$ cat src/rtl/dsk_pkg.sv
package dsk_pkg;

    localparam int KEY_W  = 64;
    localparam int WORD_W = 32;
    localparam int PERM_W = 56;
    localparam int HALF_W = PERM_W / 2;
    localparam int SUB_W  = 48;
    localparam int ROUNDS = 16;
    localparam int RIDX_W = $clog2(ROUNDS + 1);

    typedef enum logic [2:0] {
        ST_EMPTY,
        ST_PART,
        ST_ARMED,
        ST_RUN,
        ST_DONE
    } ks_state_e;

    // key selection: entry i names the source key bit (1 = MSB) of output bit i+1
    localparam int unsigned SEL_TAB [PERM_W] = '{
        57, 49, 41, 33, 25, 17,  9,  1, 58, 50, 42, 34, 26, 18,
        10,  2, 59, 51, 43, 35, 27, 19, 11,  3, 60, 52, 44, 36,
        63, 55, 47, 39, 31, 23, 15,  7, 62, 54, 46, 38, 30, 22,
        14,  6, 61, 53, 45, 37, 29, 21, 13,  5, 28, 20, 12,  4
    };

    // compression: entry i names the source bit (1 = MSB) of the 56-bit halves
    localparam int unsigned CMP_TAB [SUB_W] = '{
        14, 17, 11, 24,  1,  5,  3, 28, 15,  6, 21, 10,
        23, 19, 12,  4, 26,  8, 16,  7, 27, 20, 13,  2,
        41, 52, 31, 37, 47, 55, 30, 40, 51, 45, 33, 48,
        44, 49, 39, 56, 34, 53, 46, 42, 50, 36, 29, 32
    };

    function automatic logic [PERM_W-1:0] key_select(input logic [KEY_W-1:0] k);
        logic [PERM_W-1:0] r;
        for (int i = 0; i < PERM_W; i++) begin
            r[PERM_W-1-i] = k[KEY_W - int'(SEL_TAB[i])];
        end
        return r;
    endfunction

    function automatic logic [SUB_W-1:0] key_compress(input logic [PERM_W-1:0] cd);
        logic [SUB_W-1:0] r;
        for (int i = 0; i < SUB_W; i++) begin
            r[SUB_W-1-i] = cd[PERM_W - int'(CMP_TAB[i])];
        end
        return r;
    endfunction

    // rounds that rotate by a single position; all others rotate by two
    function automatic logic double_shift(input logic [RIDX_W-1:0] rnd);
        return !(rnd == RIDX_W'(1) || rnd == RIDX_W'(2) ||
                 rnd == RIDX_W'(9) || rnd == RIDX_W'(ROUNDS));
    endfunction

endpackage

$ cat src/rtl/dsk_keyreg.sv
module dsk_keyreg
    import dsk_pkg::*;
#(
    parameter int P_WORD_W = WORD_W
) (
    input  logic                  clk,
    input  logic                  rst_n,
    input  logic                  wr,
    input  logic                  hi_sel,
    input  logic [P_WORD_W-1:0]   word,
    output logic [2*P_WORD_W-1:0] key
);

    localparam int LOCAL_KEY_W = 2 * P_WORD_W;

    logic [LOCAL_KEY_W-1:0] key_q;

    always_ff @(posedge clk or negedge rst_n) begin
        if (!rst_n) begin
            key_q <= '0;
        end else if (wr) begin
            if (hi_sel) begin
                key_q[LOCAL_KEY_W-1:P_WORD_W] <= word;
            end else begin
                key_q[P_WORD_W-1:0] <= word;
            end
        end
    end

    assign key = key_q;

endmodule

$ cat src/rtl/dsk_halves.sv
module dsk_halves
    import dsk_pkg::*;
#(
    parameter int P_HALF_W = HALF_W
) (
    input  logic                  clk,
    input  logic                  rst_n,
    input  logic                  seed_en,
    input  logic                  seed_rotl1,
    input  logic [2*P_HALF_W-1:0] seed_val,
    input  logic                  step_en,
    input  logic                  step_left,
    input  logic                  step_two,
    output logic [2*P_HALF_W-1:0] cd
);

    logic [2*P_HALF_W-1:0] cd_q;

    for (genvar h = 0; h < 2; h++) begin : g_half
        localparam int LO = h * P_HALF_W;
        localparam int HI = LO + P_HALF_W - 1;

        logic [P_HALF_W-1:0] cur;
        logic [P_HALF_W-1:0] seed_h;
        logic [P_HALF_W-1:0] nxt;

        assign cur    = cd_q[HI:LO];
        assign seed_h = seed_val[HI:LO];

        always_comb begin
            nxt = cur;
            if (seed_en) begin
                nxt = seed_rotl1 ? {seed_h[P_HALF_W-2:0], seed_h[P_HALF_W-1]} : seed_h;
            end else if (step_en) begin
                if (step_left) begin
                    nxt = step_two ? {cur[P_HALF_W-3:0], cur[P_HALF_W-1:P_HALF_W-2]}
                                   : {cur[P_HALF_W-2:0], cur[P_HALF_W-1]};
                end else begin
                    nxt = step_two ? {cur[1:0], cur[P_HALF_W-1:2]}
                                   : {cur[0], cur[P_HALF_W-1:1]};
                end
            end
        end

        always_ff @(posedge clk or negedge rst_n) begin
            if (!rst_n) begin
                cd_q[HI:LO] <= '0;
            end else begin
                cd_q[HI:LO] <= nxt;
            end
        end
    end

    assign cd = cd_q;

    // halves change only when seeded or stepped
    assert_halves_hold_R6: assert property (@(posedge clk) disable iff (!rst_n)
        (!seed_en && !step_en) |=> $stable(cd_q));

endmodule

$ cat src/rtl/dsk_ctrl.sv
module dsk_ctrl
    import dsk_pkg::*;
#(
    parameter int P_ROUNDS = ROUNDS
) (
    input  logic              clk,
    input  logic              rst_n,
    input  logic              key_wr,
    input  logic              start,
    input  logic              decrypt,
    input  logic              adv,
    output logic              hi_sel,
    output logic              seed_en,
    output logic              seed_rotl1,
    output logic              step_en,
    output logic              step_left,
    output logic              step_two,
    output logic              running,
    output logic              finished,
    output logic [RIDX_W-1:0] round
);

    localparam logic [RIDX_W-1:0] FIRST = RIDX_W'(1);
    localparam logic [RIDX_W-1:0] LAST  = RIDX_W'(P_ROUNDS);

    ks_state_e         state_q, state_d;
    logic [RIDX_W-1:0] round_q, round_d;
    logic              dec_q, dec_d;
    logic [RIDX_W-1:0] fwd_next;
    logic [RIDX_W-1:0] rev_ref;

    // state register
    always_ff @(posedge clk or negedge rst_n) begin
        if (!rst_n) begin
            state_q <= ST_EMPTY;
            round_q <= '0;
            dec_q   <= 1'b0;
        end else begin
            state_q <= state_d;
            round_q <= round_d;
            dec_q   <= dec_d;
        end
    end

    // next state
    always_comb begin
        state_d = state_q;
        round_d = round_q;
        dec_d   = dec_q;
        seed_en = 1'b0;
        step_en = 1'b0;
        unique case (state_q)
            ST_EMPTY: begin
                if (key_wr) state_d = ST_PART;
            end
            ST_PART: begin
                if (key_wr) state_d = ST_ARMED;
            end
            ST_ARMED, ST_DONE: begin
                if (key_wr) begin
                    state_d = ST_PART;
                end else if (start) begin
                    state_d = ST_RUN;
                    round_d = FIRST;
                    dec_d   = decrypt;
                    seed_en = 1'b1;
                end
            end
            ST_RUN: begin
                if (key_wr) begin
                    state_d = ST_PART;
                    round_d = '0;
                end else if (start) begin
                    round_d = FIRST;
                    dec_d   = decrypt;
                    seed_en = 1'b1;
                end else if (adv) begin
                    if (round_q == LAST) begin
                        state_d = ST_DONE;
                        round_d = '0;
                    end else begin
                        round_d = round_q + FIRST;
                        step_en = 1'b1;
                    end
                end
            end
            default: begin
                state_d = ST_EMPTY;
                round_d = '0;
            end
        endcase
    end

    // outputs
    assign fwd_next = round_q + FIRST;
    assign rev_ref  = RIDX_W'(P_ROUNDS + 1) - round_q;

    always_comb begin
        hi_sel     = (state_q != ST_PART);
        running    = (state_q == ST_RUN);
        finished   = (state_q == ST_DONE);
        round      = round_q;
        seed_rotl1 = !decrypt;
        step_left  = !dec_q;
        step_two   = double_shift(dec_q ? rev_ref : fwd_next);
    end

    assert_idx_idle_R5: assert property (@(posedge clk) disable iff (!rst_n)
        (state_q != ST_RUN) |-> (round_q == '0));

    assert_idx_range_R5: assert property (@(posedge clk) disable iff (!rst_n)
        (state_q == ST_RUN) |-> (round_q >= FIRST && round_q <= LAST));

    assert_stall_hold_R6: assert property (@(posedge clk) disable iff (!rst_n)
        (state_q == ST_RUN && !key_wr && !start && !adv) |=> $stable(round_q));

    assert_step_inc_R3: assert property (@(posedge clk) disable iff (!rst_n)
        (state_q == ST_RUN && !key_wr && !start && adv && round_q != LAST)
            |=> (round_q == $past(round_q) + FIRST));

    assert_finish_R7: assert property (@(posedge clk) disable iff (!rst_n)
        (state_q == ST_RUN && !key_wr && !start && adv && round_q == LAST)
            |=> (state_q == ST_DONE));

    assert_abort_R8: assert property (@(posedge clk) disable iff (!rst_n)
        key_wr |=> (round_q == '0 && state_q != ST_RUN && state_q != ST_DONE));

    assert_restart_R9: assert property (@(posedge clk) disable iff (!rst_n)
        (state_q == ST_RUN && !key_wr && start) |=> (round_q == FIRST));

endmodule

$ cat src/rtl/dsk_subkey_gen.sv
module dsk_subkey_gen
    import dsk_pkg::*;
(
    input  logic              clk,
    input  logic              rst_n,
    input  logic              key_wr,
    input  logic [WORD_W-1:0] key_word,
    input  logic              start,
    input  logic              decrypt,
    input  logic              adv,
    output logic [SUB_W-1:0]  subkey,
    output logic              subkey_vld,
    output logic [RIDX_W-1:0] round_idx,
    output logic              ready
);

    logic              hi_sel;
    logic              seed_en;
    logic              seed_rotl1;
    logic              step_en;
    logic              step_left;
    logic              step_two;
    logic              running;
    logic              finished;
    logic [KEY_W-1:0]  key_q;
    logic [PERM_W-1:0] sel_bits;
    logic [PERM_W-1:0] cd;

    dsk_ctrl #(.P_ROUNDS(ROUNDS)) u_ctrl (
        .clk        (clk),
        .rst_n      (rst_n),
        .key_wr     (key_wr),
        .start      (start),
        .decrypt    (decrypt),
        .adv        (adv),
        .hi_sel     (hi_sel),
        .seed_en    (seed_en),
        .seed_rotl1 (seed_rotl1),
        .step_en    (step_en),
        .step_left  (step_left),
        .step_two   (step_two),
        .running    (running),
        .finished   (finished),
        .round      (round_idx)
    );

    dsk_keyreg #(.P_WORD_W(WORD_W)) u_keyreg (
        .clk    (clk),
        .rst_n  (rst_n),
        .wr     (key_wr),
        .hi_sel (hi_sel),
        .word   (key_word),
        .key    (key_q)
    );

    assign sel_bits = key_select(key_q);

    dsk_halves #(.P_HALF_W(HALF_W)) u_halves (
        .clk        (clk),
        .rst_n      (rst_n),
        .seed_en    (seed_en),
        .seed_rotl1 (seed_rotl1),
        .seed_val   (sel_bits),
        .step_en    (step_en),
        .step_left  (step_left),
        .step_two   (step_two),
        .cd         (cd)
    );

    assign subkey     = key_compress(cd);
    assign subkey_vld = running;
    assign ready      = finished;

    assert_vld_idx_R5: assert property (@(posedge clk) disable iff (!rst_n)
        subkey_vld |-> (round_idx != '0));

    assert_ready_excl_R7: assert property (@(posedge clk) disable iff (!rst_n)
        !(ready && subkey_vld));

endmodule

$ cat config.mk
export PLATFORM = sky130hd
export DESIGN_NAME = dsk_subkey_gen
export DESIGN_NICKNAME = d
export VERILOG_FILES = /design/src/rtl/dsk_pkg.sv /design/src/rtl/dsk_keyreg.sv /design/src/rtl/dsk_halves.sv /design/src/rtl/dsk_ctrl.sv /design/src/rtl/dsk_subkey_gen.sv
export SDC_FILE = /design/constraint.sdc
export NUM_CORES = 1
export LEC_CHECK = 0
export ABC_AREA = 1
export CAP_MARGIN = 20
export CORE_ASPECT_RATIO = 1.5
export CORE_MARGIN = 3
export CORE_UTILIZATION = 60
export CTS_BUF_LIST = sky130_fd_sc_hd__clkbuf_4
export DETAILED_ROUTE_END_ITERATION = 8
export PLACE_DENSITY = 0.85
export SLEW_MARGIN = 25
export SYNTH_ARGS = -nofsm -noshare
export SYNTH_HDL_FRONTEND = slang
export SYNTH_SLANG_ARGS = --single-unit
$ cat constraint.sdc
create_clock -name clk -period 5.1 [get_ports clk]
set_input_delay 1.02 -clock clk [delete_from_list [all_inputs] [get_ports clk]]
set_output_delay 1.02 -clock clk [all_outputs]
set_load 0.005 [all_outputs]
==> impl_metrics.env <==
export IMPL_clock_sinks=121
export IMPL_cts_setup_buffers=0
export IMPL_grt_pass1_vias=7148
export IMPL_detail_route_iter0_violations=575
export IMPL_postCtsHoldBufs=0
export IMPL_critPathCaptureType="flip-flop"
export IMPL_timing_max_cap_violations=0
export IMPL_report_final_setup_viol=0
export IMPL_via_count=7755
export IMPL_synth_area_per_cell_um2=6.674
export IMPL_cts_repair_resized=0
export IMPL_initial_antenna_violation_count=1
export IMPL_synthesis_yosys_warnings=0
export IMPL_syn_nets=1249
export IMPL_clock_fmax_mhz=312.9
export IMPL_layout_area_overhead_vs_synth_pct=10.87
export IMPL_die_width_um=100.6
export IMPL_cp_data_arrival_time_ps=3670
export IMPL_route_detailed_wl_per_inst_um=15.04
export IMPL_io_buffers=88
export IMPL_layout_min_cycle_time_ps=3196
export IMPL_run_status="completed"
export IMPL_post_synthesis_cell_area_mm2=0.008055
export IMPL_final_critical_path_setup_slack_ps=1904
export IMPL_remaining_drc_errors=0
export IMPL_clock_tree_htree_level_count=4
export IMPL_max_stage_delay_ps=560
export IMPL_tns_ps=0
export IMPL_maxSlewHeadroom_pct=47.47
export IMPL_synthTopCellsByArea="sky130_fd_sc_hd__dfrtp_1, sky130_fd_sc_hd__nand2_1, sky130_fd_sc_hd__nand3_1"
export IMPL_postRouteAntennaNets=0
export IMPL_synthCells=1207
export IMPL_synth_compound_area_share_pct=7.300
export IMPL_floorplan_die_area_mm2=0.01488
export IMPL_cp_cell_sequence="clkdlybuf4s50_1 > nor2_1 > nand2_2 > inv_2 > nor2_4 > buf_4 > nand2_1 > nand3_1 > nand2_1 > inv_1"
export IMPL_cts_made_buffers=17
export IMPL_synth_seq_cells=121
export IMPL_gp_congestion=0.9294
export IMPL_grt_remaining_overflow=0
export IMPL_placementRows=51
export IMPL_synth_top_cell_area_share_pct=37.59
export IMPL_tritoncts="done"
export IMPL_grt_pass1_wl_mm=33.66
export IMPL_effective_utilization_at_floorplan_pct=61.58
export IMPL_pre_cts_ws_ps=1477
export IMPL_post_route_cells_drive_above_1_share_pct=11.74
export IMPL_first_pass_iters=6
export IMPL_worstHoldPathType="primary input to async pin"
export IMPL_slew_violations=0
export IMPL_clkLatencyLatePin_ps=550
export IMPL_worst_pin_slew_ps=788.0
export IMPL_ctsRootBufferMaster="sky130_fd_sc_hd__clkbuf_4"
export IMPL_grt_use_total_pct=28.79
export IMPL_path_class="primary input to flip-flop"
export IMPL_synth_top_family_by_area="simple AND/OR/NAND/NOR gates"
export IMPL_final_min_period_over_clock_period_pct=62.67
export IMPL_vdd_ir_drop_worst_mv=0.3570
export IMPL_synth_top_area_cell="sky130_fd_sc_hd__dfrtp_1"
export IMPL_worstReg2RegStart="u_ctrl.round[0]$_DFFE_PN0P_"
export IMPL_place_hpwl_mm=14.58
export IMPL_critical_path_startpoint_type="primary input"
export IMPL_routed_via_count_divided_by_cell_count=5.591
export IMPL_coreArea_mm2=0.01308
export IMPL_synthXorXnorAreaFrac_pct=0
export IMPL_rsz0062_at_grt="false"
export IMPL_critical_path_slowest_cell="sky130_fd_sc_hd__clkdlybuf4s50_1"
export IMPL_synth_lib_cells_used_distinct=22
export IMPL_hold_viol_final=0
export IMPL_clkTransAtPathRegs_ps=130
export IMPL_worstPathMaxFanout=56
export IMPL_finish_net_count=1256
export IMPL_grt_start_max_net_pins=79
export IMPL_seq_area_frac_synth_pct=37.59
export IMPL_crit_path_required_time_ps=5580
export IMPL_totalWireLength_mm=20.86
export IMPL_design_portCount=93
export IMPL_cellLeakagePower_nw=4.658
export IMPL_synth_area_mux_share_pct=4.753
export IMPL_power_density_mw_per_mm2=663.4
export IMPL_timing_clock_skew_ps=24.46
export IMPL_max_clock_path_buffers=2
export IMPL_crit_path_start="key_wr"
export IMPL_synth_adder_area_share_pct=0.6213
export IMPL_floorplan_die_height_um=147.9
export IMPL_critical_path_most_common_cell="sky130_fd_sc_hd__nand2_1"
export IMPL_simple_gate_fraction_of_synth_area_pct=37.25
export IMPL_layout_filler_cells=1112
==> sequential cells by signal, indices dropped and copies added, names as in the netlist <==
name / flops
u_ctrl.dec_q: 1
u_ctrl.round: 5
u_ctrl.state_q: 3
u_halves.g_half.cur: 56
u_keyreg.key: 56
==> cells in the mapped netlist <==
master / number
sky130_fd_sc_hd__a21oi_1: 58
sky130_fd_sc_hd__a31oi_1: 1
sky130_fd_sc_hd__and2_1: 1
sky130_fd_sc_hd__buf_1: 8
sky130_fd_sc_hd__buf_2: 18
sky130_fd_sc_hd__buf_4: 48
sky130_fd_sc_hd__clkbuf_1: 40
sky130_fd_sc_hd__clkinv_1: 1
sky130_fd_sc_hd__dfrtp_1: 121
sky130_fd_sc_hd__ha_1: 4
sky130_fd_sc_hd__inv_1: 96
sky130_fd_sc_hd__inv_2: 3
sky130_fd_sc_hd__mux2_2: 34
sky130_fd_sc_hd__nand2_1: 485
sky130_fd_sc_hd__nand2_2: 1
sky130_fd_sc_hd__nand3_1: 120
sky130_fd_sc_hd__nand4_1: 3
sky130_fd_sc_hd__nor2_1: 51
sky130_fd_sc_hd__o21ai_0: 52
sky130_fd_sc_hd__o22ai_1: 5
sky130_fd_sc_hd__or2_0: 1
sky130_fd_sc_hd__or2_2: 56
==> final cells by class <==
class                      instances  area, um2  share of cell area (%)
clock buffer                      17      127.6                   1.429
tap                              159      198.9                   2.228
sequential                       121       3028                   33.90
multi-input combinational        872       4044                   45.28
inverter                         100      375.4                   4.203
timing repair buffer             102      978.4                   10.96
clock inverter                    15      176.4                   1.975
antenna                            1      2.502                 0.02802
==> worst max-delay path: cells and delay by family <==
kind | cells | cell delay (ps)
buf+inv | 4 | 1480
simple gates | 6 | 1120
==> power breakdown <==
group,internal [W],switching [W]
clock,0.000341,0.000393
combinational,0.00144,0.00188
sequential,0.00143,0.000443
total,0.00320,0.00272
==> cells by family (layout without fill, tap and decap cells) <==
group / count (synthesis) / in the layout
simple gates: 718 / 718
buf+inv: 214 / 234
flops: 121 / 121
compound gates: 116 / 116
mux: 34 / 34
fa+ha+maj: 4 / 4
other cells: 0 / 1
==> layer usage <==
layer | global-route usage [%] | vias up | share of wire, %
li1 | - | 3763 | -
met5 | 0 | - | 0
met1 | 30.93 | 3622 | 36
met4 | 18.95 | 0 | 6.4
met3 | 4.297 | 83 | 4.5
met2 | 51.12 | 287 | 53
==> per-stage QoR <==
step	instances	hold slack, ps	instance area [um2]	util (%)	power, W
after floorplan	1207	502.8	8055	-	0.004376
after global placement	1354	511.2	8620	65.89	0.005076
after detailed placement	1354	522.8	8620	65.89	0.005160
after CTS	1386	534.0	8924	68.22	0.005917
after global routing	1387	552.8	8931	68.27	0.006481
final	1387	524.5	8931	68.27	0.005925
==> final timing paths <==
path	slack, ps	to	cells after the start
worst min-delay path	520	u_ctrl.state_q[0]$_DFFE_PN0P_	1
worst max-delay path	1900	u_halves.g_half[0].cur[20]$_DFFE_PN0P_	10
worst min register to register	540	u_keyreg.key[58]$_DFFE_PN0P_	1
worst max register to register	2020	u_halves.g_half[0].cur[20]$_DFFE_PN0P_	14
max in group asynchronous	3570	u_keyreg.key[26]$_DFFE_PN0P_	2
min in group clk	540	u_keyreg.key[58]$_DFFE_PN0P_	1
==> cells in the final DEF (no fill, tap or decap) <==
| cell | n |
|---|---|
| sky130_fd_sc_hd__nand2_1 | 485 |
| sky130_fd_sc_hd__dfrtp_1 | 121 |
| sky130_fd_sc_hd__nand3_1 | 120 |
| sky130_fd_sc_hd__inv_1 | 96 |
| sky130_fd_sc_hd__clkdlybuf4s50_1 | 86 |
| sky130_fd_sc_hd__a21oi_1 | 58 |
| sky130_fd_sc_hd__or2_2 | 56 |
| sky130_fd_sc_hd__o21ai_0 | 52 |
| sky130_fd_sc_hd__nor2_1 | 48 |
| sky130_fd_sc_hd__mux2_2 | 34 |
| sky130_fd_sc_hd__clkbuf_4 | 17 |
| sky130_fd_sc_hd__buf_4 | 15 |
| sky130_fd_sc_hd__o22ai_1 | 5 |
| sky130_fd_sc_hd__ha_1 | 4 |
| sky130_fd_sc_hd__clkinv_4 | 4 |
| sky130_fd_sc_hd__inv_2 | 3 |
| sky130_fd_sc_hd__nand4_1 | 3 |
| sky130_fd_sc_hd__nor2_4 | 3 |
| sky130_fd_sc_hd__clkinv_2 | 3 |
| sky130_fd_sc_hd__bufinv_16 | 3 |
| sky130_fd_sc_hd__clkinv_1 | 2 |
| sky130_fd_sc_hd__inv_6 | 2 |
| sky130_fd_sc_hd__clkinvlp_4 | 2 |
| sky130_fd_sc_hd__diode_2 | 1 |
| sky130_fd_sc_hd__or2_0 | 1 |
| sky130_fd_sc_hd__and2_1 | 1 |
| sky130_fd_sc_hd__nand2_2 | 1 |
| sky130_fd_sc_hd__a31oi_1 | 1 |
| sky130_fd_sc_hd__buf_2 | 1 |
No activity file was read; power rests on OpenSTA's default activity.
